--- src/rtl/cal_shadow_pkg.sv ---
package cal_shadow_pkg;
  localparam int unsigned SS_W_DEF   = 16;
  localparam int unsigned TIME_W_DEF = 24;
  localparam int unsigned DATE_W_DEF = 24;
  localparam int unsigned SYNC_STAGES_DEF = 2;

  // freeze levels applied to a refresh
  typedef struct packed {
    logic time_frz;
    logic date_frz;
  } frz_t;
endpackage

--- src/rtl/cal_edge_sync.sv ---
module cal_edge_sync #(
  parameter int unsigned STAGES = 2
) (
  input  logic clk,
  input  logic rst_n,
  input  logic async_i,
  output logic rise_o
);
  localparam int unsigned LAST = STAGES;

  logic [LAST:0] chain_q;

  always_ff @(posedge clk or negedge rst_n) begin
    if (!rst_n) chain_q[0] <= 1'b0;
    else        chain_q[0] <= async_i;
  end

  for (genvar g = 1; g <= LAST; g++) begin : g_stage
    always_ff @(posedge clk or negedge rst_n) begin
      if (!rst_n) chain_q[g] <= 1'b0;
      else        chain_q[g] <= chain_q[g-1];
    end
  end

  assign rise_o = chain_q[LAST-1] & ~chain_q[LAST];

  initial assert (STAGES >= 2) else $error("synchronizer needs two flops");

  // edge detect emits isolated one-cycle pulses
  p_single_pulse_r2: assert property (@(posedge clk) disable iff (!rst_n)
    rise_o |=> !rise_o);
endmodule

--- src/rtl/cal_lock_ctrl.sv ---
module cal_lock_ctrl
  import cal_shadow_pkg::*;
(
  input  logic clk,
  input  logic rst_n,
  input  logic bypass_i,
  input  logic rd_ss_i,
  input  logic rd_time_i,
  input  logic rd_date_i,
  output frz_t frz_o
);
  logic ss_rd_eff, time_rd_eff;
  logic hold_time_q, hold_date_q;
  logic hold_time_d, hold_date_d;

  assign ss_rd_eff   = rd_ss_i & ~bypass_i;
  assign time_rd_eff = rd_time_i & ~bypass_i;

  always_comb begin
    hold_time_d = hold_time_q;
    hold_date_d = hold_date_q;
    if (rd_date_i) begin
      hold_time_d = 1'b0;
      hold_date_d = 1'b0;
    end
    if (ss_rd_eff)                hold_time_d = 1'b1;
    if (ss_rd_eff || time_rd_eff) hold_date_d = 1'b1;
  end

  always_ff @(posedge clk or negedge rst_n) begin
    if (!rst_n) begin
      hold_time_q <= 1'b0;
      hold_date_q <= 1'b0;
    end else begin
      hold_time_q <= hold_time_d;
      hold_date_q <= hold_date_d;
    end
  end

  // a read in the refresh cycle already counts
  assign frz_o.time_frz = hold_time_q | ss_rd_eff;
  assign frz_o.date_frz = hold_date_q | ss_rd_eff | time_rd_eff;

  // a held freeze persists until a date read
  p_hold_persist_r5: assert property (@(posedge clk) disable iff (!rst_n)
    (hold_date_q && !rd_date_i) |=> hold_date_q);
  // a time read outside bypass freezes the date shadow
  p_time_locks_date_r6: assert property (@(posedge clk) disable iff (!rst_n)
    (rd_time_i && !bypass_i) |=> hold_date_q);
  // a lone date read leaves nothing held
  p_date_release_r7: assert property (@(posedge clk) disable iff (!rst_n)
    (rd_date_i && !rd_ss_i && !rd_time_i) |=> (!hold_date_q && !hold_time_q));
  // reads in bypass never create a freeze
  p_bypass_nolock_r8: assert property (@(posedge clk) disable iff (!rst_n)
    (bypass_i && !hold_date_q) |=> !hold_date_q);
endmodule

--- src/rtl/cal_shadow_reg.sv ---
module cal_shadow_reg #(
  parameter int unsigned    W   = 16,
  parameter logic [W-1:0]   RST = '0
) (
  input  logic         clk,
  input  logic         rst_n,
  input  logic         load_i,
  input  logic [W-1:0] d_i,
  output logic [W-1:0] q_o
);
  always_ff @(posedge clk or negedge rst_n) begin
    if (!rst_n)      q_o <= RST;
    else if (load_i) q_o <= d_i;
  end
endmodule

--- src/rtl/cal_sync_flag.sv ---
module cal_sync_flag (
  input  logic clk,
  input  logic rst_n,
  input  logic set_i,
  input  logic clr_i,
  output logic flag_o
);
  always_ff @(posedge clk or negedge rst_n) begin
    if (!rst_n)     flag_o <= 1'b0;
    else if (set_i) flag_o <= 1'b1;
    else if (clr_i) flag_o <= 1'b0;
  end

  // set beats clear in the same cycle
  p_set_wins_r9: assert property (@(posedge clk) disable iff (!rst_n)
    set_i |=> flag_o);
  // a clear without a set drops the flag
  p_clear_r4: assert property (@(posedge clk) disable iff (!rst_n)
    (clr_i && !set_i) |=> !flag_o);
endmodule

--- src/rtl/cal_shadow_coherency.sv ---
module cal_shadow_coherency
  import cal_shadow_pkg::*;
#(
  parameter int unsigned SS_W        = SS_W_DEF,
  parameter int unsigned TIME_W      = TIME_W_DEF,
  parameter int unsigned DATE_W      = DATE_W_DEF,
  parameter int unsigned SYNC_STAGES = SYNC_STAGES_DEF,
  parameter logic [SS_W-1:0]   SS_RST   = '0,
  parameter logic [TIME_W-1:0] TIME_RST = '0,
  parameter logic [DATE_W-1:0] DATE_RST = DATE_W'(24'h000101)
) (
  input  logic              clk,
  input  logic              rst_n,
  input  logic              rtc_clk_i,
  input  logic              bypass_i,
  input  logic [SS_W-1:0]   live_ss_i,
  input  logic [TIME_W-1:0] live_time_i,
  input  logic [DATE_W-1:0] live_date_i,
  input  logic              rd_ss_i,
  input  logic              rd_time_i,
  input  logic              rd_date_i,
  input  logic              flag_clr_i,
  output logic [SS_W-1:0]   ss_o,
  output logic [TIME_W-1:0] time_o,
  output logic [DATE_W-1:0] date_o,
  output logic              synced_o
);
  logic rise;
  frz_t frz;
  logic ld_ss, ld_time, ld_date, flag_set;
  logic [SS_W-1:0]   ss_sh;
  logic [TIME_W-1:0] time_sh;
  logic [DATE_W-1:0] date_sh;

  cal_edge_sync #(.STAGES(SYNC_STAGES)) u_sync (
    .clk(clk), .rst_n(rst_n), .async_i(rtc_clk_i), .rise_o(rise));

  cal_lock_ctrl u_lock (
    .clk(clk), .rst_n(rst_n), .bypass_i(bypass_i),
    .rd_ss_i(rd_ss_i), .rd_time_i(rd_time_i), .rd_date_i(rd_date_i),
    .frz_o(frz));

  assign ld_ss    = rise & ~bypass_i;
  assign ld_time  = ld_ss & ~frz.time_frz;
  assign ld_date  = ld_ss & ~frz.date_frz;
  assign flag_set = ld_ss & ~frz.time_frz & ~frz.date_frz;

  cal_shadow_reg #(.W(SS_W), .RST(SS_RST)) u_ss (
    .clk(clk), .rst_n(rst_n), .load_i(ld_ss), .d_i(live_ss_i), .q_o(ss_sh));
  cal_shadow_reg #(.W(TIME_W), .RST(TIME_RST)) u_time (
    .clk(clk), .rst_n(rst_n), .load_i(ld_time), .d_i(live_time_i), .q_o(time_sh));
  cal_shadow_reg #(.W(DATE_W), .RST(DATE_RST)) u_date (
    .clk(clk), .rst_n(rst_n), .load_i(ld_date), .d_i(live_date_i), .q_o(date_sh));

  cal_sync_flag u_flag (
    .clk(clk), .rst_n(rst_n), .set_i(flag_set), .clr_i(flag_clr_i), .flag_o(synced_o));

  assign ss_o   = bypass_i ? live_ss_i   : ss_sh;
  assign time_o = bypass_i ? live_time_i : time_sh;
  assign date_o = bypass_i ? live_date_i : date_sh;

  // a frozen time shadow does not move
  p_frozen_time_r5: assert property (@(posedge clk) disable iff (!rst_n)
    frz.time_frz |=> $stable(time_sh));
  // a frozen date shadow does not move
  p_frozen_date_r6: assert property (@(posedge clk) disable iff (!rst_n)
    frz.date_frz |=> $stable(date_sh));
  // no refresh of any shadow in bypass
  p_bypass_hold_r8: assert property (@(posedge clk) disable iff (!rst_n)
    bypass_i |=> ($stable(ss_sh) && $stable(time_sh) && $stable(date_sh)));
  // the flag only rises after a synchronized slow edge
  p_flag_cause_r3: assert property (@(posedge clk) disable iff (!rst_n)
    $rose(synced_o) |-> $past(rise));
endmodule

--- config.mk ---
export PLATFORM = sky130hd
export DESIGN_NAME = cal_shadow_coherency
export DESIGN_NICKNAME = d
export VERILOG_FILES = /design/src/rtl/cal_shadow_pkg.sv /design/src/rtl/cal_edge_sync.sv /design/src/rtl/cal_lock_ctrl.sv /design/src/rtl/cal_shadow_reg.sv /design/src/rtl/cal_sync_flag.sv /design/src/rtl/cal_shadow_coherency.sv
export SDC_FILE = /design/constraint.sdc
export NUM_CORES = 1
export LEC_CHECK = 0
export CORE_ASPECT_RATIO = 0.5
export CORE_MARGIN = 3
export CORE_UTILIZATION = 40
export CTS_BUF_LIST = sky130_fd_sc_hd__clkbuf_4 sky130_fd_sc_hd__clkbuf_8
export DETAILED_ROUTE_END_ITERATION = 10
export GPL_TIMING_DRIVEN = 0
export MAX_ROUTING_LAYER = met4
export PLACE_DENSITY = 0.73
export RECOVER_POWER = 25
export SYNTH_ARGS = -nofsm -noshare
export SYNTH_HDL_FRONTEND = slang
export SYNTH_HIERARCHICAL = 1
export SYNTH_SLANG_ARGS = --single-unit
--- constraint.sdc ---
create_clock -name clk -period 1.95 [get_ports clk]
set_input_delay 0.195 -clock clk [delete_from_list [all_inputs] [get_ports clk]]
set_output_delay 0.195 -clock clk [all_outputs]
set_load 0.01 [all_outputs]
### Yosys cells after proc, flatten, opt, wreduce, memory -nomap -nowiden

Cells that the tools add are included.

* shifts and indexed selects: 0
* muxes and demuxes: 8
* bitwise logic cells: 14
* equal/unequal tests: 0
* reductions and logical operators: 4
* add/sub/neg operators: 0
* divide/modulo/power cells: 0
* $mul: 0
* order comparisons: 0

Operators by type and width (number)
* $mux 24: 2
* $mux 16: 1
* $and 1x1->1: 7
* $reduce_bool 2->1: 3
* $mux 1: 5
* $not 1->1: 4
* $or 1x1->1: 3
* $logic_or 1x1->1: 1

* bits in latches: 0
* RAM bits: 0
* register bits: 70
* logic and storage cells: 35
* memory bits (read-only): 0
* memories kept: 0
* output and inout port bits: 65
* input bits: 72

### Logic depth before layout (Yosys ltp)

Gate-level depths: netlist of run 1.

* word-level depth: 7
* mapped depth: 7
* depth with buffers taken out: 4

### Hierarchy

The synthesis of run 1 kept the hierarchy.

By module, submodules not included
* cal_shadow_reg (u_date): times used 1, cells each 51, area each 999.7 um^2, sequential area each 603.1 um^2
* cal_shadow_reg (u_time): times used 1, cells each 51, area each 997.2 um^2, sequential area each 600.6 um^2
* cal_shadow_coherency: times used 1, cells each 76, area each 882.1 um^2, sequential area each 0.0 um^2
* cal_shadow_reg (u_ss): times used 1, cells each 34, area each 649.4 um^2, sequential area each 400.4 um^2
* cal_lock_ctrl: times used 1, cells each 10, area each 100.1 um^2, sequential area each 50.0 um^2
* cal_edge_sync: times used 1, cells each 4, area each 88.8 um^2, sequential area each 75.1 um^2
* cal_sync_flag: times used 1, cells each 3, area each 36.3 um^2, sequential area each 25.0 um^2

### Least setup slack after synthesis of run 1

Ideal clock, no wire load.

* path type: in2reg
* start: input bypass_i
* end: register u_time.q_o[10]
* slack: 434 ps
* path buffers: 5
* data arrival time: 1391 ps
* library setup time: 125 ps
* stages on the path: 7
* cell sequence: buf_6 buf_6 buf_6 nor3b_1 buf_6 buf_12 mux2_4

* longest elaborated chain between the ends: 5
* elaborated cells between the ends (all ways): 6
* those cells by class: bitwise: 6

RTL lines
* from (decl): RTL line cal_shadow_coherency.sv:15 `input logic bypass_i,`
* $not 1->1 *: RTL line cal_lock_ctrl.sv:16, cal_shadow_coherency.sv:43
* $and 1x1->1: RTL line cal_lock_ctrl.sv:16 `assign ss_rd_eff = rd_ss_i & ~bypass_i;`
* $or 1x1->1: RTL line cal_lock_ctrl.sv:41 `assign frz_o.time_frz = hold_time_q | ss_rd_eff;`
* $not 1->1: RTL line cal_shadow_coherency.sv:44 `assign ld_time = ld_ss & ~frz.time_frz;`
* $and 1x1->1 *: RTL line cal_shadow_coherency.sv:44
* net ld_time: RTL line cal_shadow_coherency.sv:30 `logic ld_ss, ld_time, ld_date, flag_set;`
* to (signal assigned): RTL line cal_shadow_reg.sv:13 `else if (load_i) q_o <= d_i;`
* to (decl): RTL line cal_shadow_reg.sv:9 `output logic [W-1:0] q_o`

Mark *: on every way through the listed nets, which the timed path passes. The rest lies on a longest branch.
A chain may end at the register's enable or synchronous reset.

==> results.md, run 1 <==
- Global-route wire length before repair: ~14000 um
- CP Max Fanout: 10
- Die Footprint: 0.0107 mm2
- Reg2Reg Depth: 5
- Startpoint Class: input pin
- Initial antenna violation count: 0
- Post-layout instance area: roughly 0.0056 mm2
- Hpwl dp: 6570 um
- Post-synth ARST share: 100%
- Via count: 2375
- DIE HEIGHT: 74.5 um
- DRC errors left: 0
- Share of layout cells above drive strength 1: 43.5%
- Fin. Hold Viols: 0
- Worst Hold Class: input pin to flop
- DR iter-0 viols: 62
- Status: finished, final reports clean
- Endpoints failing setup: 0
- Clock buffer depth: 2
- Remaining Overflow, GRT: 0
- ANT nets after route: 0
- Cell variety after synth: 18
- Synth warn: 6
- Reg2Reg Capture Point: u_time/q_o[3]
- Die span in x: 143 um
- Cell Area, Placed: 0.00526 mm2
- Min Tclk post-route: approximately 1.7 ns
- Worst hold endpoint: u_lock/hold_date_q
- Hold path cells: 3
- Syn Area/Cell: approximately 16 um2
- Post-Synthesis Cells: about 230
- Routed WL per cell: 17.9 um
- Sinks on Clock Net: 70
- Slew Limit Fails: 0
- Reg2Reg Launch Point: u_sync/chain_q[2]
- Max-cap viol count: 0
- Post-synth top flop: dfrtp_1
- Final #Nets: approximately 450
- Register bit total from synthesis: 70
- Kind of critical path: input pin to flop
- Post-Syn Nets: 301
- Pleak: ~2.7 nW
- Clock Latency Late Sink: ~0.35 ns
- Synthesis-to-finish area growth: 48.7%
- Setup TNS: 0 ns
- TritonCTS clock tree: done
- PD cells: ~870 mW/mm2
- Post-Route WL: between 8000 and 9000 um
- Fin Hold WS: 0.221 ns
- Commonest cells after routing, fill and taps aside: clkdlybuf4s50_1 (69), dfrtp_1 (68), mux2_4 (66), mux2_2 (62), dlygate4sd2_1 (35)
- # diodes: 0
- Htree depth: 3
- Worst-Margin Slew: around 0.97 ns
- CP required: 2.18 ns
- Final Cycle Share: 87.0%
- Worst rel slew slack: 35.4%
- EDFF count, synth: 0
- CTS Buf Count: 9
- R2R Setup Slk: 0.34 ns
- GPL Wtd Cong: between 0.7 and 0.8
- Syn Std Cell Area: around 0.0038 mm2
- Pin count of the biggest net entering global routing: 71
- Commonest non-fill, non-tap cell in the layout: clkdlybuf4s50_1
- Worst-path clk slew: 0.07 ns
- Core Box Area: 0.00892 mm2
- Post-synthesis sequential area ratio: 46.7%
- Vias in the first global route: 2711
- Clk_skew: 0.00810 ns
- # rows: 24
- CP Capture Type: flop
- Hold wc startpoint: bypass_i
- Initial DRT Pass Iterations: 4
- Num ports: approximately 140
- DR vias/cell: 4.74
- Root buffer cell: clkbuf_8
- FMAX: 589 MHz
- PortBufs: 136
- CP Data Arrival Time: 1.93 ns
- Gr usage total: 17.9%
- RSZ-0062 raised after global routing: false
- Initial Utilization: 42.1%
- Worst vdd ir: 0.000443 V
## synthesized netlist by cell type (2+ instances only)
cell type,n,area [um2]
dfstp_2,2,52.6
inv_1,3,11.3
nor3b_1,2,15.0
mux2_2,62,698
buf_6,7,78.8
nand2_1,2,7.51
mux2_4,66,991
buf_12,5,100
dfrtp_1,68,1700
buf_2,4,20.0
## flip-flops by register name, indices dropped and copies added (netlist names)
register / flops
u_lock/hold_date_q: 1
u_lock/hold_time_q: 1
u_flag/flag_o: 1
u_ss/q_o: 16
u_sync/chain_q: 3
u_date/q_o: 24
u_time/q_o: 24
## cell families after synthesis
| kind of cell | count (synthesis) | synth area share, % |
|---|---|---|
| AO/OA/AOI/OAI | 4 | 0.967 |
| buffers and inverters | 19 | 5.60 |
| flip-flops | 70 | 46.7 |
| multiplexers | 128 | 45.0 |
| AND/OR/NAND/NOR | 8 | 1.70 |
## layer usage
layer	GRT usage, %	routed length [um]	vias up
li1	-	-	1121
met1	19.9	3460	1198
met2	32.4	5150	46
met3	4.56	298	10
met4	5.27	72	0
met5	-	0	-
## how the worst max path moves through the flow
| stage | from | end | slack, ns | cells past startpoint |
|---|---|---|---|---|
| 6_report | rd_ss_i | u_time/q_o[3] | 0.25 | 7 |
| 5_1_grt | rd_ss_i | u_time/q_o[3] | 0.19 | 7 |
| 4_1_cts | bypass_i | time_o[18] | -0.13 | 5 |
| 3_5_place_dp | bypass_i | date_o[15] | -0.23 | 6 |
| 3_3_place_gp | rst_n | u_time/q_o[6] | -1.63 | 1 |
| 2_1_floorplan | bypass_i | u_time/q_o[10] | 0.43 | 7 |
## area by class of cell
type	instances	area, um2
tap	117	146
inverter	3	11.3
multi-input combinational	140	1780
clock inverter	6	85.1
buffer	16	250
fill	669	3340
sequential	70	1750
timing repair buffer	139	1410
clock buffer	10	138
## stage by stage
step	setup slack [ns]	power [mW]	utilization, %	std cells
finish	0.253	4.86	62.6	501
global route	0.192	5.12	62.6	501
CTS	-0.130	4.96	61.4	499
detailed placement	-0.234	3.69	59.0	482
global placement	-1.63	3.62	59.0	482
floorplan	0.434	2.90	-	229
## timing repair
action,in CTS,in global routing
endpoints found under the hold margin,68,0
resized for setup,44,34
endpoints found under the setup margin,64,47
cloned,0,0
setup buffers,0,2
hold buffers,1,0
## critical path, stage by stage
cell and delay [ns]:
dlygate4sd3_1 0.59, nand2b_1 0.11, nand2_1 0.07, nor3b_1 0.30, buf_6 0.20, buf_12 0.15, mux2_4 0.30
## where the power goes
group	internal [mW]	switching, mW
registers	1.80	0.194
clock network	0.750	0.555
logic	1.05	0.506
Note: power is estimated with default switching activity, not from simulation.
==> run 2: changes to the inputs <==
--- a/config.mk
+++ b/config.mk
@@ -12,9 +12,8 @@
 export DETAILED_ROUTE_END_ITERATION = 10
 export GPL_TIMING_DRIVEN = 0
 export MAX_ROUTING_LAYER = met4
-export PLACE_DENSITY = 0.73
+export PLACE_DENSITY = 0.74
 export RECOVER_POWER = 25
 export SYNTH_ARGS = -nofsm -noshare
 export SYNTH_HDL_FRONTEND = slang
-export SYNTH_HIERARCHICAL = 1
 export SYNTH_SLANG_ARGS = --single-unit
==> run 2 against run 1 <==
Effect of this change: die area decreased by 5.5%; count of clock-buffer cells in the layout rose by 2; global-route usage is 0.37 points higher; wire length fell by 3.9%; setup slack worse by 0.19 ns; sequential power is 4% lower; hold slack better by 0.14 ns; combinational power fell by 7%; clock skew fell by 0.0025 ns; register-to-register slack better by 0.08 ns; synthesized cell count fell by 2.2%.
==> results.md, run 2 <==
- Status: finished, final reports clean
- Initial antenna violation count: 0 (unchanged)
- Reg2Reg Depth: 5 (unchanged)
- Worst Hold Class: flop to flop
- # diodes: 0 (unchanged)
- CP required: 1.75 ns (-0.43 ns)
- Pleak: 2.33 nW (-15%)
- Non-filler cells, final: 488 (-2.6%)
- Die Footprint: 0.0101 mm2 (-5.5%)
- Commonest cells post-synth: mux2_2 (89), dfrtp_1 (68), mux2_4 (39)
- Top cells by area, synth: dfrtp_1 (48%), mux2_2 (28%), mux2_4 (17%)
- RSZ-0062 raised after global routing: false
- Slew Limit Fails: 0 (unchanged)
- Syn Area/Cell: 15.8 um2 (-3.7%)
- Gr usage total: 18.3% (+0.37 points)
- Worst-Margin Slew: 0.963 ns (-0.00564 ns)
- Post-layout instance area: 0.00523 mm2 (-6.2%)
- CP Capture Type: output port
- Psw: 1.16 mW (-7.7%)
- Most common cell in the synthesized netlist: mux2_2
- # fillers: 616 (-7.9%)
- Via count: 2373 (-0.084%)
- DRC errors left: 0 (unchanged)
- Num ports: 137 (unchanged)
- Worst-path clk slew: 0.07 ns (about the same)
- Cell variety after synth: 15 (-3)
- Initial DRT Pass Iterations: 4 (unchanged)
- Pin count of the biggest net entering global routing: 71 (unchanged)
- FMAX: 530 MHz (-10%)
- Setup TNS: 0 ns (unchanged)
- Vias in the first global route: 2744 (+1.2%)
- Post-Syn Nets: 296 (-1.7%)
- Fin. Hold Viols: 0 (unchanged)
- Critical path launch point: bypass_i
- Root buffer cell: clkbuf_8
- Die span in x: 139 um (-2.8%)
- Hold wc startpoint: u_sync.chain_q[0]
- CTS Buf Count: 9 (unchanged)
- Top cell type's share of synthesized area: 48.1% (+2.8 points)
- CP Max Fanout: 10 (unchanged)
- Commonest non-fill, non-tap cell in the layout: clkdlybuf4s50_1
- Worst vdd ir: 0.000447 V (+1.1%)
- Post-synth ARST share: 100% (unchanged)
- Routed WL per cell: 17.7 um (-1.4%)
- Cell Area, Placed: 0.00502 mm2 (-4.5%)
- Max-cap viol count: 0 (unchanged)
- Internal power: 3.29 mW (-8.5%)
- Syn Std Cell Area: 0.00353 mm2 (-5.8%)
- Hold path cells: 0 (-3)
- TritonCTS clock tree: done
- Clock buffer depth: 2 (unchanged)
- Post-synth top flop: dfrtp_1
- Startpoint Class: input pin
- Worst rel slew slack: 35.8% (+0.38 points)
- Combinational share of power: 32.3% (+0.3 points)
- Clock Latency Late Sink: 0.34 ns (about the same)
- Endpoints failing setup: 0 (unchanged)
- Final #Nets: 443 (-1.8%)
- Sinks on Clock Net: 70 (unchanged)
- DP Cell Count: 471 (-2.3%)
- DR vias/cell: 4.86 (+2.6%)
- GPL Wtd Cong: 0.707 (about the same)
- PortBufs: 135 (-0.74%)
- Post-synthesis sequential area ratio: 49.6% (+2.9 points)
- Final Cycle Share: 96.7% (+9.7 points)
- Kind of critical path: input pin to output port
- Core Box Area: 0.00829 mm2 (-7.1%)
- Post-Route WL: 8620 um (-3.9%)
- Clock share of power: 24.7% (-2.2 points)
- Sequential fraction of design power: 43.1% (+2.0 points)
- EDFF count, synth: 0 (unchanged)
- Register bit total from synthesis: 70 (unchanged)
- Reg2Reg Capture Point: u_time.q_o[2]
- R2R Setup Slk: 0.42 ns (+0.08 ns)
- Min Tclk post-route: 1.89 ns (+0.189 ns)
- Worst hold endpoint: u_sync.chain_q[1]
- CP Data Arrival Time: 1.69 ns (-0.24 ns)
- Commonest cells after routing, fill and taps aside: clkdlybuf4s50_1 (132), mux2_2 (89), dfrtp_1 (68), mux2_4 (39), clkbuf_8 (12)
- Synthesis-to-finish area growth: 48.0%
- PD cells: 851 mW/mm2 (-2.2%)
- Remaining Overflow, GRT: 0 (unchanged)
- Switching Share: 26.0% (+0.18 points)
- Synth area leader: dfrtp_1
- Pwr Total: 4.45 mW (-8.3%)
- Htree depth: 3 (unchanged)
- Post-Synthesis Cells: 224 (-2.2%)
- DR iter-0 viols: 63 (+1.6%)
- Synth warn: 0 (-6)
- Largest regs: u_date.q_o: 24 flops, u_time.q_o: 24 flops, u_ss.q_o: 16 flops
- Clk_skew: 0.00555 ns (-0.00255 ns)
- Share of layout cells above drive strength 1: 43.9% (+0.39 points)
- Hpwl dp: 6290 um (-4.3%)
- # rows: 23 (-4.2%)
- ANT nets after route: 0 (unchanged)
- Initial Utilization: 42.6% (+0.56 points)
- Global-route wire length before repair: 14200 um (+0.20%)
- DIE HEIGHT: 72.5 um (-2.7%)
- Reg2Reg Launch Point: u_sync.chain_q[2]
-- run 2: final cells by class --
cell class | instances | area, um2 | share of cell area, %
Buffer | 14 | 108 | 2.06
Clock buffer | 12 | 165 | 3.16
Clock inverter | 4 | 20.0 | 0.383
Inverter | 4 | 15.0 | 0.287
Multi-Input combinational cell | 136 | 1670 | 31.9
Sequential cell | 70 | 1750 | 33.5
Tap cell | 112 | 140 | 2.68
Timing Repair Buffer | 136 | 1360 | 26.0
-- run 2: worst max-delay path by stage --
stage | endpoint | slack, ns
6_report | time_o[22] | 0.06
5_1_grt | time_o[22] | 0.001
4_1_cts | ss_o[2] | 0.00005
3_5_place_dp | time_o[22] | -0.06
3_3_place_gp | u_time.q_o[16] | -1.63
2_1_floorplan | u_time.q_o[0] | 0.56
-- run 2: through the flow --
step | util [%] | hold WS, ns | worst slack, ns
after global placement | 60.6 | 0.333 | -1.63
after detailed placement | 60.6 | 0.343 | -0.0647
final | 63.1 | 0.363 | 0.0638
after global routing | 63.1 | 0.372 | 0.00114
after floorplan | - | -0.101 | 0.561
after CTS | 63.1 | 0.281 | 0.0000504
-- run 2: routing by layer --
layer  vias up  GRT usage [%]  wire, um
li1       1106              -         -
met1      1193           20.8      3590
met2        56           32.8      4580
met3        18           4.54       297
met4         0           5.42       155
met5         -              -         0
-- run 2: cell families (layout without fill, tap and decap cells) --
group	Yosys count	count (layout)	share of synthesized area, %
muxes	128	128	44.9
DFF	70	70	49.6
buffers and inverters	18	170	3.08
and+or+nand+nor	5	5	1.56
AOI/OAI and AO/OA	3	3	0.814
-- run 2: critical path: stages --
cell	delay, ns
clkbuf_2	0.15
clkbuf_4	0.25
buf_4	0.22
mux2_2	0.36
clkdlybuf4s50_1	0.51
-- run 2: power by group through the flow --
stage | logic (mW) | registers (mW) | clock network (mW)
2_1_floorplan | 0.772 | 1.89 | 0
3_3_place_gp | 1.41 | 1.92 | 0
3_5_place_dp | 1.44 | 1.94 | 0
4_1_cts | 1.45 | 1.92 | 1.14
5_1_grt | 1.53 | 1.96 | 1.20
6_report | 1.44 | 1.92 | 1.10
-- run 2: what timing repair did --
item	4_1_cts	5_1_grt
hold buffers	1	0
setup buffers	0	0
hold endpoints to repair	29	0
setup endpoints to repair	22	42
gates resized for setup	3	7
==> run 3: changes to the inputs <==
--- a/config.mk
+++ b/config.mk
@@ -7,12 +7,12 @@
 export LEC_CHECK = 0
 export CORE_ASPECT_RATIO = 0.5
 export CORE_MARGIN = 3
-export CORE_UTILIZATION = 40
+export CORE_UTILIZATION = 45
 export CTS_BUF_LIST = sky130_fd_sc_hd__clkbuf_4 sky130_fd_sc_hd__clkbuf_8
 export DETAILED_ROUTE_END_ITERATION = 10
 export GPL_TIMING_DRIVEN = 0
 export MAX_ROUTING_LAYER = met4
-export PLACE_DENSITY = 0.74
+export PLACE_DENSITY = 0.82
 export RECOVER_POWER = 25
 export SYNTH_ARGS = -nofsm -noshare
 export SYNTH_HDL_FRONTEND = slang
==> run 3 against run 2 <==
Effect of this change: design area is essentially flat; flip-flop and latch count stayed put; clock power is 7% higher; count of clock-buffer cells in the layout up 2; cell count fell by 0.82%; largest power group unchanged; highest routed layer unchanged.
==> results.md, run 3 (synthesis results as in run 2) <==
- Hold wc startpoint: u_sync.chain_q[0]
- Die span in x: 131 um (-5.5%)
- CP required: 1.75 ns (about the same)
- Status: finished, final reports clean
- Clock buffer depth: 2 (unchanged)
- Sinks on Clock Net: 70 (unchanged)
- Routed WL per cell: 17.3 um (-1.9%)
- Post-layout instance area: 0.00523 mm2 (about the same)
- Final #Nets: 443 (unchanged)
- Reg2Reg Depth: 5 (unchanged)
- Final Cycle Share: 96.8% (about the same)
- # diodes: 0 (unchanged)
- Cell Area, Placed: 0.00502 mm2 (about the same)
- DP Cell Count: 467 (-0.85%)
- Non-filler cells, final: 484 (-0.82%)
- # fillers: 545 (-12%)
- Min Tclk post-route: 1.89 ns (+0.00112 ns)
- # rows: 22 (-4.3%)
- Initial antenna violation count: 0 (unchanged)
- TritonCTS clock tree: done
- Switching Share: 25.1% (-0.93 points)
- RSZ-0062 raised after global routing: false
- Num ports: 137 (unchanged)
- Worst hold endpoint: u_sync.chain_q[1]
- Max-cap viol count: 0 (unchanged)
- Clock Latency Late Sink: 0.34 ns (about the same)
- GPL Wtd Cong: 0.710 (+0.44%)
- Startpoint Class: input pin
- Synthesis-to-finish area growth: 48.1% (about the same)
- Root buffer cell: clkbuf_8
- Worst vdd ir: 0.000476 V (+6.5%)
- DR vias/cell: 4.88 (+0.32%)
- Core Box Area: 0.00746 mm2 (-10%)
- Worst-Margin Slew: 0.965 ns (+0.00191 ns)
- R2R Setup Slk: 0.42 ns (about the same)
- FMAX: 530 MHz (about the same)
- Via count: 2361 (-0.51%)
- Internal power: 3.40 mW (+3.2%)
- Hold path cells: 0 (unchanged)
- Clk_skew: 0.0130 ns (+0.00744 ns)
- CP Data Arrival Time: 1.69 ns (about the same)
- Reg2Reg Capture Point: u_time.q_o[12]
- Htree depth: 3 (unchanged)
- Worst-path cell chain: clkbuf_2 > buf_2 > buf_4 > mux2_2 > clkdlybuf4s50_1
- Die Footprint: 0.00902 mm2 (-10%)
- Setup TNS: 0 ns (unchanged)
- Initial Utilization: 47.4% (+4.7 points)
- CP Capture Type: output port
- PortBufs: 135 (unchanged)
- Fin Hold WS: 0.355 ns (-0.00802 ns)
- Worst-path clk slew: 0.06 ns (about the same)
- Remaining Overflow, GRT: 0 (unchanged)
- Gr usage total: 19.9% (+1.6 points)
- Post-CTS Setup Bufs: 0 (unchanged)
- Commonest non-fill, non-tap cell in the layout: clkdlybuf4s50_1
- Post-Route WL: 8390 um (-2.7%)
- DRC errors left: 0 (unchanged)
- PD cells: 867 mW/mm2 (+1.9%)
- Vias in the first global route: 2611 (-4.8%)
- Psw: 1.14 mW (-1.8%)
- CP top delay family: buffers and inverters
- Slowest cell delay on critical path: 0.49 ns (-0.02 ns)
- Multi-input gate area: 0.00167 mm2 (unchanged)
- Worst rel slew slack: 35.7% (-0.13 points)
- ANT nets after route: 0 (unchanged)
- DR iter-0 viols: 103 (+63%)
- Clock share of power: 26.0% (+1.3 points)
- Worst Hold Class: flop to flop
- Register area: 0.00175 mm2 (unchanged)
- Pin count of the biggest net entering global routing: 71 (unchanged)
- CP Max Fanout: 10 (unchanged)
- Initial DRT Pass Iterations: 3 (-1)
- Reg2Reg Launch Point: u_sync.chain_q[2]
- Fin. Hold Viols: 0 (unchanged)
- DIE HEIGHT: 68.7 um (-5.2%)
- CTS Buf Count: 9 (unchanged)
- Slew Limit Fails: 0 (unchanged)
- Worst path bufs/invs: 4 (unchanged)
- Kind of critical path: input pin to output port
- Largest regs: u_date.q_o: 24 flops, u_time.q_o: 24 flops, u_ss.q_o: 16 flops
- Endpoints failing setup: 0 (unchanged)
- Combinational share of power: 31.7% (-0.6 points)
- Sequential fraction of design power: 42.3% (-0.8 points)
- CP max stage cell: clkdlybuf4s50_1
- Pleak: 2.33 nW (-0.12%)
- Commonest cells after routing, fill and taps aside: clkdlybuf4s50_1 (132), mux2_2 (89), dfrtp_1 (68), mux2_4 (39), clkbuf_8 (9)
- Hpwl dp: 6240 um (-0.83%)
- Share of layout cells above drive strength 1: 43.4% (-0.53 points)
- Global-route wire length before repair: 13400 um (-5.6%)
run 3: worst register-to-register path, stage by stage (launching register included):
cell     delay (ns)
dfrtp_1        0.37
nor3b_2        0.15
buf_4          0.23
nand3_4        0.16
buf_6          0.20
mux2_4         0.31
run 3: area by class of cell:
class | instances | area share [%]
flip-flops and latches | 70 | 33.5
multi-input cells | 136 | 31.9
repair buffers | 136 | 26.0
clock buffers | 14 | 3.08
well taps | 108 | 2.58
plain buffers | 14 | 1.96
clock inverters | 2 | 0.669
inverters | 4 | 0.287
run 3: power groups by stage:
stage / Sequential (mW) / Combinational, mW / Clock, mW
2_1_floorplan: 1.89 / 0.772 / 0
3_3_place_gp: 1.92 / 1.41 / 0
3_5_place_dp: 1.94 / 1.45 / 0
4_1_cts: 1.92 / 1.46 / 1.21
5_1_grt: 1.96 / 1.54 / 1.28
6_report: 1.92 / 1.44 / 1.18
run 3: worst max-delay path by stage:
stage / start / endpoint / slack (ns) / cells past startpoint
floorplan: u_sync.chain_q[2] / u_time.q_o[0] / 0.56 / 5
global placement: rst_n / u_ss.q_o[1] / -1.61 / 1
detailed placement: bypass_i / date_o[6] / -0.03 / 5
CTS: bypass_i / date_o[23] / 0.01 / 4
global route: bypass_i / time_o[11] / 0.002 / 4
finish: bypass_i / time_o[22] / 0.06 / 5
run 3: repair_timing:
item                       in CTS  in global routing
cloned                          0                  0
gates resized for setup         3                  2
setup endpoints to repair      19                 10
hold endpoints to repair        1                  0
hold buffers                    1                  0
run 3: stage by stage:
step	util [%]	setup WS, ns	power, mW
2_1_floorplan	-	0.561	2.66
3_3_place_gp	67.3	-1.61	3.32
3_5_place_dp	67.3	-0.0282	3.39
4_1_cts	70.1	0.0130	4.59
5_1_grt	70.2	0.00246	4.77
6_report	70.2	0.0627	4.54
run 3: layer usage:
metal	routed length, um	vias up	track usage (%)
met1	3510	1207	22.6
met4	75	0	5.89
li1	-	1098	-
met3	252	11	4.93
met5	0	-	-
met2	4550	45	36.2
